### src/rtl/agu_pkg.sv
package agu_pkg;

    localparam int unsigned AW = 32;

    typedef enum logic [2:0] {
        FORM_LONG_IMM = 3'd0,
        FORM_ABSOLUTE = 3'd1,
        FORM_BASE_DSP = 3'd2,
        FORM_BASE_IDX = 3'd3,
        FORM_BASE_SHL = 3'd4
    } form_e;

    typedef struct packed {
        logic          vld;
        logic [AW-1:0] addr;
        logic          bad;
        logic          lost;
        logic          oor;
    } agu_res_t;

endpackage

### src/rtl/agu_adder.sv
module agu_adder #(
    parameter int unsigned W = 32
) (
    input  logic [W-1:0] opa,
    input  logic [W-1:0] opb,
    output logic [W-1:0] sum,
    output logic         sovf
);
    always_comb begin
        sum  = opa + opb;
        // signed overflow: operands share a sign that the sum does not
        sovf = (opa[W-1] == opb[W-1]) && (sum[W-1] != opa[W-1]);
    end
endmodule

### src/rtl/agu_shifter.sv
module agu_shifter #(
    parameter int unsigned W       = 32,
    parameter int unsigned MAX_SH  = 4,
    parameter int unsigned SHAMT_W = 3
) (
    input  logic [W-1:0]       din,
    input  logic [SHAMT_W-1:0] cnt,
    output logic [W-1:0]       dout,
    output logic               lost,
    output logic               cnt_ok
);
    logic [W-1:0] stage [MAX_SH+1];
    logic         drop  [MAX_SH+1];

    assign stage[0] = din;
    assign drop[0]  = 1'b0;

    for (genvar k = 1; k <= MAX_SH; k++) begin : g_amt
        assign stage[k] = din << k;
        assign drop[k]  = |din[W-1 -: k];
    end

    always_comb begin
        dout   = '0;
        lost   = 1'b0;
        cnt_ok = (cnt >= SHAMT_W'(1)) && (cnt <= SHAMT_W'(MAX_SH));
        for (int k = 1; k <= MAX_SH; k++) begin
            if (cnt == SHAMT_W'(k)) begin
                dout = stage[k];
                lost = drop[k];
            end
        end
    end
endmodule

### src/rtl/agu_range.sv
module agu_range #(
    parameter int unsigned W          = 32,
    parameter int unsigned SPACE_BITS = 24
) (
    input  logic [W-1:0] addr_in,
    output logic         outside
);
    localparam int unsigned HI_W = W - SPACE_BITS;

    if (HI_W == 0) begin : g_full
        assign outside = 1'b0;
    end else begin : g_part
        assign outside = |addr_in[W-1 -: HI_W];
    end
endmodule

### src/rtl/agu_addr_gen.sv
module agu_addr_gen
    import agu_pkg::*;
#(
    parameter int unsigned DISP_W     = 16,
    parameter int unsigned MAX_SHIFT  = 4,
    parameter int unsigned SHAMT_W    = 3,
    parameter int unsigned SPACE_BITS = 24
) (
    input  logic               clk,
    input  logic               rst,
    input  logic               req_valid,
    input  logic [2:0]         mode,
    input  logic [31:0]        base_val,
    input  logic [31:0]        index_val,
    input  logic [DISP_W-1:0]  disp_field,
    input  logic [31:0]        long_field,
    input  logic [SHAMT_W-1:0] shamt,
    output logic               addr_valid,
    output logic [31:0]        addr,
    output logic               bad_flag,
    output logic               lost_flag,
    output logic               range_flag
);
    localparam int unsigned EXT_W = AW - DISP_W;

    agu_res_t res_d, res_q;
    logic     past_ok_d, past_ok_q;

    // shared adder operand select
    logic [AW-1:0] disp_ext, add_b, add_sum, shl_out, sel_addr;
    logic          add_ovf, shl_lost, shl_ok, sel_bad, sel_lost, sel_oor;

    assign disp_ext = {{EXT_W{disp_field[DISP_W-1]}}, disp_field};
    assign add_b    = (mode == FORM_BASE_IDX) ? index_val : disp_ext;

    agu_adder #(.W(AW)) u_add (
        .opa  (base_val),
        .opb  (add_b),
        .sum  (add_sum),
        .sovf (add_ovf)
    );

    agu_shifter #(.W(AW), .MAX_SH(MAX_SHIFT), .SHAMT_W(SHAMT_W)) u_shl (
        .din    (base_val),
        .cnt    (shamt),
        .dout   (shl_out),
        .lost   (shl_lost),
        .cnt_ok (shl_ok)
    );

    always_comb begin
        sel_addr = '0;
        sel_bad  = 1'b0;
        sel_lost = 1'b0;
        case (mode)
            FORM_LONG_IMM,
            FORM_ABSOLUTE: sel_addr = long_field;
            FORM_BASE_DSP,
            FORM_BASE_IDX: begin
                sel_addr = add_sum;
                sel_lost = add_ovf;
            end
            FORM_BASE_SHL: begin
                if (shl_ok) begin
                    sel_addr = shl_out;
                    sel_lost = shl_lost;
                end else begin
                    sel_bad = 1'b1;
                end
            end
            default: sel_bad = 1'b1;
        endcase
    end

    agu_range #(.W(AW), .SPACE_BITS(SPACE_BITS)) u_rng (
        .addr_in (sel_addr),
        .outside (sel_oor)
    );

    always_comb begin
        res_d     = res_q;
        res_d.vld = req_valid;
        past_ok_d = 1'b1;
        if (req_valid) begin
            res_d.addr = sel_addr;
            res_d.bad  = sel_bad;
            res_d.lost = sel_lost;
            res_d.oor  = sel_oor && !sel_bad;
        end
    end

    always_ff @(posedge clk) begin
        if (rst) begin
            res_q     <= '0;
            past_ok_q <= 1'b0;
        end else begin
            res_q     <= res_d;
            past_ok_q <= past_ok_d;
        end
    end

    assign addr_valid = res_q.vld;
    assign addr       = res_q.addr;
    assign bad_flag   = res_q.bad;
    assign lost_flag  = res_q.lost;
    assign range_flag = res_q.oor;

    a_r7_valid_follows: assert property (@(posedge clk) disable iff (rst)
        req_valid |=> addr_valid);
    a_r7_valid_drops: assert property (@(posedge clk) disable iff (rst)
        !req_valid |=> !addr_valid);
    a_r6_bad_gives_zero: assert property (@(posedge clk) disable iff (rst)
        (addr_valid && bad_flag) |-> (addr == '0 && !lost_flag));
    a_r8_bad_not_outside: assert property (@(posedge clk) disable iff (rst)
        (addr_valid && bad_flag) |-> !range_flag);
    a_r9_hold_addr: assert property (@(posedge clk) disable iff (rst)
        (past_ok_q && !$past(req_valid)) |-> ($stable(addr) && $stable(lost_flag)));
    a_r4_lost_only_arith: assert property (@(posedge clk) disable iff (rst)
        (past_ok_q && addr_valid && lost_flag) |->
            ($past(mode) == 3'd2 || $past(mode) == 3'd3 || $past(mode) == 3'd4));
    a_r2_disp_sum: assert property (@(posedge clk) disable iff (rst)
        (req_valid && mode == 3'd2) |=>
            (addr == $past(base_val) + {{EXT_W{$past(disp_field[DISP_W-1])}}, $past(disp_field)}));

endmodule

### config.mk
export PLATFORM = sky130hd
export DESIGN_NAME = agu_addr_gen
export DESIGN_NICKNAME = d
export VERILOG_FILES = /design/src/rtl/agu_pkg.sv /design/src/rtl/agu_adder.sv /design/src/rtl/agu_shifter.sv /design/src/rtl/agu_range.sv /design/src/rtl/agu_addr_gen.sv
export SDC_FILE = /design/constraint.sdc
export NUM_CORES = 1
export LEC_CHECK = 0
export ABC_AREA = 1
export BUFFER_PORTS_ARGS = -buffer_cell sky130_fd_sc_hd__buf_2
export CAP_MARGIN = 0
export CORE_MARGIN = 1.5
export CORE_UTILIZATION = 51
export DETAILED_ROUTE_END_ITERATION = 8
export PLACE_DENSITY = 0.88
export SYNTH_ARGS = -nofsm -noshare
export SYNTH_HDL_FRONTEND = slang
export SYNTH_HIERARCHICAL = 1
export SYNTH_SLANG_ARGS = --single-unit
### constraint.sdc
create_clock -name clk -period 2.8 [get_ports clk]
set_clock_uncertainty 0.15 [all_clocks]
set_input_delay 0.14 -clock clk [delete_from_list [all_inputs] [get_ports clk]]
set_output_delay 0.14 -clock clk [all_outputs]
set_load 0.02 [all_outputs]
---- Word level (Yosys, flattened, before mapping) ----
Index checks and enable logic that the tools add are counted.
cells by class
  shifts and indexed selects .............. 0
  $add $sub $neg .......................... 1
  mux-type cells .......................... 15
  bitwise gates (word level) .............. 0
  equality and inequality tests ........... 10
  reductions and logical operators ........ 12
  multiply operators ...................... 0
  order comparisons ....................... 2
  divide/modulo/power cells ............... 0
operator list
  kind                                                                                 number
  32-bit two-way mux                                                                   6
  32-bit one-hot mux with 3 select lines                                               1
  32-bit adder                                                                         1
  3-bit by 2-bit equality test with 1-bit output, second input constant                4
  4-bit OR reduction                                                                   2
  8-bit OR reduction                                                                   1
  3-bit by 1-bit equality test with 1-bit output, second input constant                2
  3-bit equality test, second input constant                                           2
  1-bit two-way mux                                                                    6
  2-bit OR reduction                                                                   3
  1-bit one-hot mux with 2 select lines                                                2
  3-bit by 1-bit greater-or-equal comparator with 1-bit output, second input constant  1
  3-bit <= comparator, second input constant                                           1
  1-bit logical AND                                                                    3
  3-bit logical NOT                                                                    1
  3-bit OR reduction                                                                   1
  1-bit equality test                                                                  1
  1-bit logical NOT                                                                    1
  1-bit inequality test                                                                1
storage, ports and cells
  logic and storage cells ................. 45
  register bits ........................... 36
  memories kept ........................... 0
  bits of input ports ..................... 121
  memory bits (read-only) ................. 0
  output and inout port bits .............. 36
  latch bits .............................. 0
  bits in writable memories ............... 0

---- Depth between registers and ports, before layout ----
  word-level depth ........................ 9
  gate-level depth with buffers ........... 28

---- By module ----
Netlist, hierarchy kept.
by module, submodules not included
  module        area each (um2)  sequential area each (um2)  instances  cells an instance
  agu_addr_gen  3,078.0          720.7                       1          525
  agu_adder     2,471.1          0.0                         1          497
  agu_shifter   945.9            0.0                         1          196
  agu_range     56.3             0.0                         1          15

---- Worst setup path after synthesis ----
Ideal clock, no wire load.
  path type ............................... input-to-reg
  from .................................... input port mode[2]
  to ...................................... register res_q (netlist bit range_flag)
  buffers on the path ..................... 3
  setup slack ............................. -56 ps
  cell stages on the path ................. 28
  arrival time ............................ 2,574 ps
  required time ........................... 2,518 ps
  cells stage by stage .................... buf_4 inv_4 nand3_4 buf_6 buf_6 o21ai_2 ha_1 fa_1 nand3_1 nand3_1 nand2_1 nand2_2 nand2_2 nand2_2 nand2_1 nand2_1 nand2_1 nand2_1 nand3_1 nand2_1 inv_1 nand2_1 inv_1 nand2_1 nor2_1 nand2_1 nand3_1 a21oi_1
on the way
  longest elaborated chain between the ends .. 6
  elaborated cells between the ends (all ways) .. 15
  those cells by class .................... add/sub: 1; eq/ne: 4; mux: 3; reduce/logical: 7
RTL lines
  what                                            RTL line            text
  start: declaration                              agu_addr_gen.sv:12  input logic [2:0] mode,
  3-bit by 2-bit equality test with 1-bit output  agu_addr_gen.sv:34  assign add_b = (mode == FORM_BASE_IDX) ? index_val : disp_ext;
  32-bit two-way mux                              agu_addr_gen.sv:34
  net add_b[0]                                    agu_addr_gen.sv:30  logic [AW-1:0] disp_ext, add_b, add_sum, shl_out, sel_addr;
  32-bit adder                                    agu_adder.sv:10     sum = opa + opb;
  net add_sum[28]                                 agu_addr_gen.sv:30
  32-bit one-hot mux with 3 select lines          agu_addr_gen.sv:55  case (mode)
  net sel_addr[28]                                agu_addr_gen.sv:30
  8-bit OR reduction                              agu_range.sv:13     assign outside = |addr_in[W-1 -: HI_W];
  net sel_oor                                     agu_addr_gen.sv:31  logic add_ovf, shl_lost, shl_ok, sel_bad, sel_lost, sel_oor;
  1-bit logical AND                               agu_addr_gen.sv:88  res_d.oor = sel_oor && !sel_bad;
  end signal: assignment                          agu_addr_gen.sv:97  res_q <= res_d;
  end: declaration                                agu_addr_gen.sv:26  agu_res_t res_d, res_q;
The timed path passes the listed nets, and every way through them passes these cells.
A chain may end at the register's enable or synchronous reset.

---- Worst setup path after layout ----
Ends and elaborated chain as after synthesis.

==> impl_results.md <==
* Outcome: completed
* Port-buffer cells at 156
* Critical path arrival at 2780 ps
* Mapped Area at 0.006461 mm²
* Area grow syn2layout at 34.22%
* Core Footprint at 0.01216 mm²
* Die W at 115.6 µm
* Drt drc at 0
* Place WS at -297.1 ps
* TritonCTS clock tree: built
* Pwr/cell area at 340.5 mW/mm²
* Final min period at 2792 ps
* Yosys warning count at 6
* Kind of end point of the critical path: register
* Unrepaired setup endpoints after global routing: yes
* Bufs on Longest Clock Path at 2
* Area taken by multi-input logic gates at 0.005035 mm²
* Highest ir drop seen on vdd at 0.2172 mV
* Met3 usage at 2.981%
* Initial DRC count at 793
* Pwr Total at 2953 µW
* DR vias at 8,688
* R2r setup slk at 1940 ps
* Fillers at 1,018
* Post-route design area at 0.008672 mm²
* Largest net degree at the start of global routing at 44
* Gp weighted congestion at 0.9902
* Reg area at 720.7 µm²
* Final setup margin at 7.863 ps
* Max cap viols at 0
* Final Max Tran Viols at 0
* Remaining global-route overflow at 0
* Die H at 115.6 µm
* Tot GR Track Use at 31.11%
* Crit-path max FO at 4
* Syn_area_per_cell at 5.344 µm²
* Static leakage at 0.005035 µW
* Antenna Nets Post-Route at 0
* Layout cell share with drive strength beyond 1 at 33.78%
* Cells after synthesis at 1,209
* DP HPWL at 17,040 µm
* Most crowded layer after global routing: met2
* Number of global-route vias before repair at 7,226
* Final period util at 99.72%
* Area after DPL at 0.007760 mm²
* Vias per cell at 5.464
* Max-slew headroom at the worst pin at 46.81%
* Initial Util at 53.13%
* CTS sink cnt at 36
* First-pass GRT wire length at 33,380 µm
* Htree depth at 2
* M1 GR Usage at 40.65%
* # IOs at 157
* Nets at 1,573
* Hold Path Class: in -> reg
* Initial antenna violation count at 1
* Clock transition at path regs at 60 ps
* Hold Worst Slack at 83.99 ps
* Crit path required time at 2790 ps
* Routed wire length at 23,830 µm
* Std-Cell Rows at 40
* Routed WL per cell at 14.99 µm
* Endpoints failing setup at 0
* Hold Vio Cnt, Final at 0
* Clock latency on the worst-skew pair at 280 ps
* Peak Freq at 358.1 MHz
* Root buf cell: clkbuf_16
* Setup CP Type: in -> reg
* Worst-Margin Slew at 795.0 ps
* Drt pass-1 iters at 5
* CTS Buf Count at 5
* Met2 GRT Util at 52.78%
* Post-Synthesis Net Count at 1,362
* CP startpoint kind: input port
* Die Area at 0.01335 mm²
-- metal layers --
metal | up-vias | wire, µm
li1 | 4176 | -
met1 | 3811 | 9199
met4 | 0 | 1389
met3 | 119 | 2524
met5 | - | 0
met2 | 582 | 10720
-- state kept, by name, indices dropped and copies added (netlist names) --
name	flops
addr	32
bad_flag	1
addr_valid	1
range_flag	1
lost_flag	1
-- where the power goes --
part           internal [µW]  switching (µW)  leakage (µW)  total (µW)
clock                    418             205     0.0000808         624
sequential               551            18.3      0.000298         569
combinational            709            1050       0.00466        1760
-- through the flow --
step,instances,util (%),setup TNS (ps)
final,1590,71.31,0
after global routing,1590,71.31,-161.5
after CTS,1573,65.19,0
after detailed placement,1565,63.81,-991.3
after global placement,1565,63.81,-550.8
after floorplan,1209,-,0
-- what timing repair did --
item / 4_1_cts / 5_1_grt
cloned: 0 / 5
buffers inserted: 0 / 11
gates resized for setup: 1 / 136
hold buffers: 0 / 0
pin swaps: 0 / 53
setup endpoints to repair: 1 / 7
hold endpoints to repair: 0 / 0
-- placed cells by master, fill, tap and decap left out, types with 3 or more instances in the layout --
cell / instances
clkbuf_16: 8
ha_4: 20
nor2_1: 99
inv_1: 201
nor3_2: 3
ha_1: 8
nand3_2: 8
o21ai_2: 27
o21ai_0: 6
a21oi_1: 7
buf_6: 3
buf_2: 153
nand2_2: 80
nor2_2: 17
nand2_1: 348
xor2_1: 15
a21oi_2: 15
nand3_1: 145
inv_2: 23
ha_2: 3
buf_4: 99
dfxtp_1: 36
nand4_1: 66
-- area by class of cell --
cell class	instances	share of cell area [%]
Multi-Input combinational cell	890	58.06
Timing Repair Buffer	262	19.46
Clock buffer	6	1.486
Sequential cell	36	8.310
Inverter	225	9.825
Clock inverter	2	0.4040
Tap cell	168	2.424
Antenna cell	1	0.02886
-- final timing paths --
| check | start | to | depth (start not counted) |
|---|---|---|---|
| max | mode[2] | range_flag | 27 |
| min | long_field[6] | addr[6] | 7 |
| max reg2reg | addr[14] | addr[14] | 4 |
| min reg2reg | range_flag | range_flag | 2 |
-- worst max-delay path, cell delays in order --
cell and delay [ps]:
buf_8 110, inv_8 60, nand3_4 80, buf_4 140, buf_4 140, o21ai_1 170
ha_1 330, nand2_1 160, nand3_2 130, nand2_1 90, nand2_1 80, nand2_1 90
nand2_2 90, nand2_2 90, nand2_1 70, nand2_1 60, nand2_1 80, nand3_1 100
nand2_1 70, inv_2 60, nand2_2 50, inv_2 50, nand2_2 40, nor2_1 90
nand2_1 70, nand3_1 80, a21oi_1 80
Note: power is estimated with default switching activity, not from simulation.
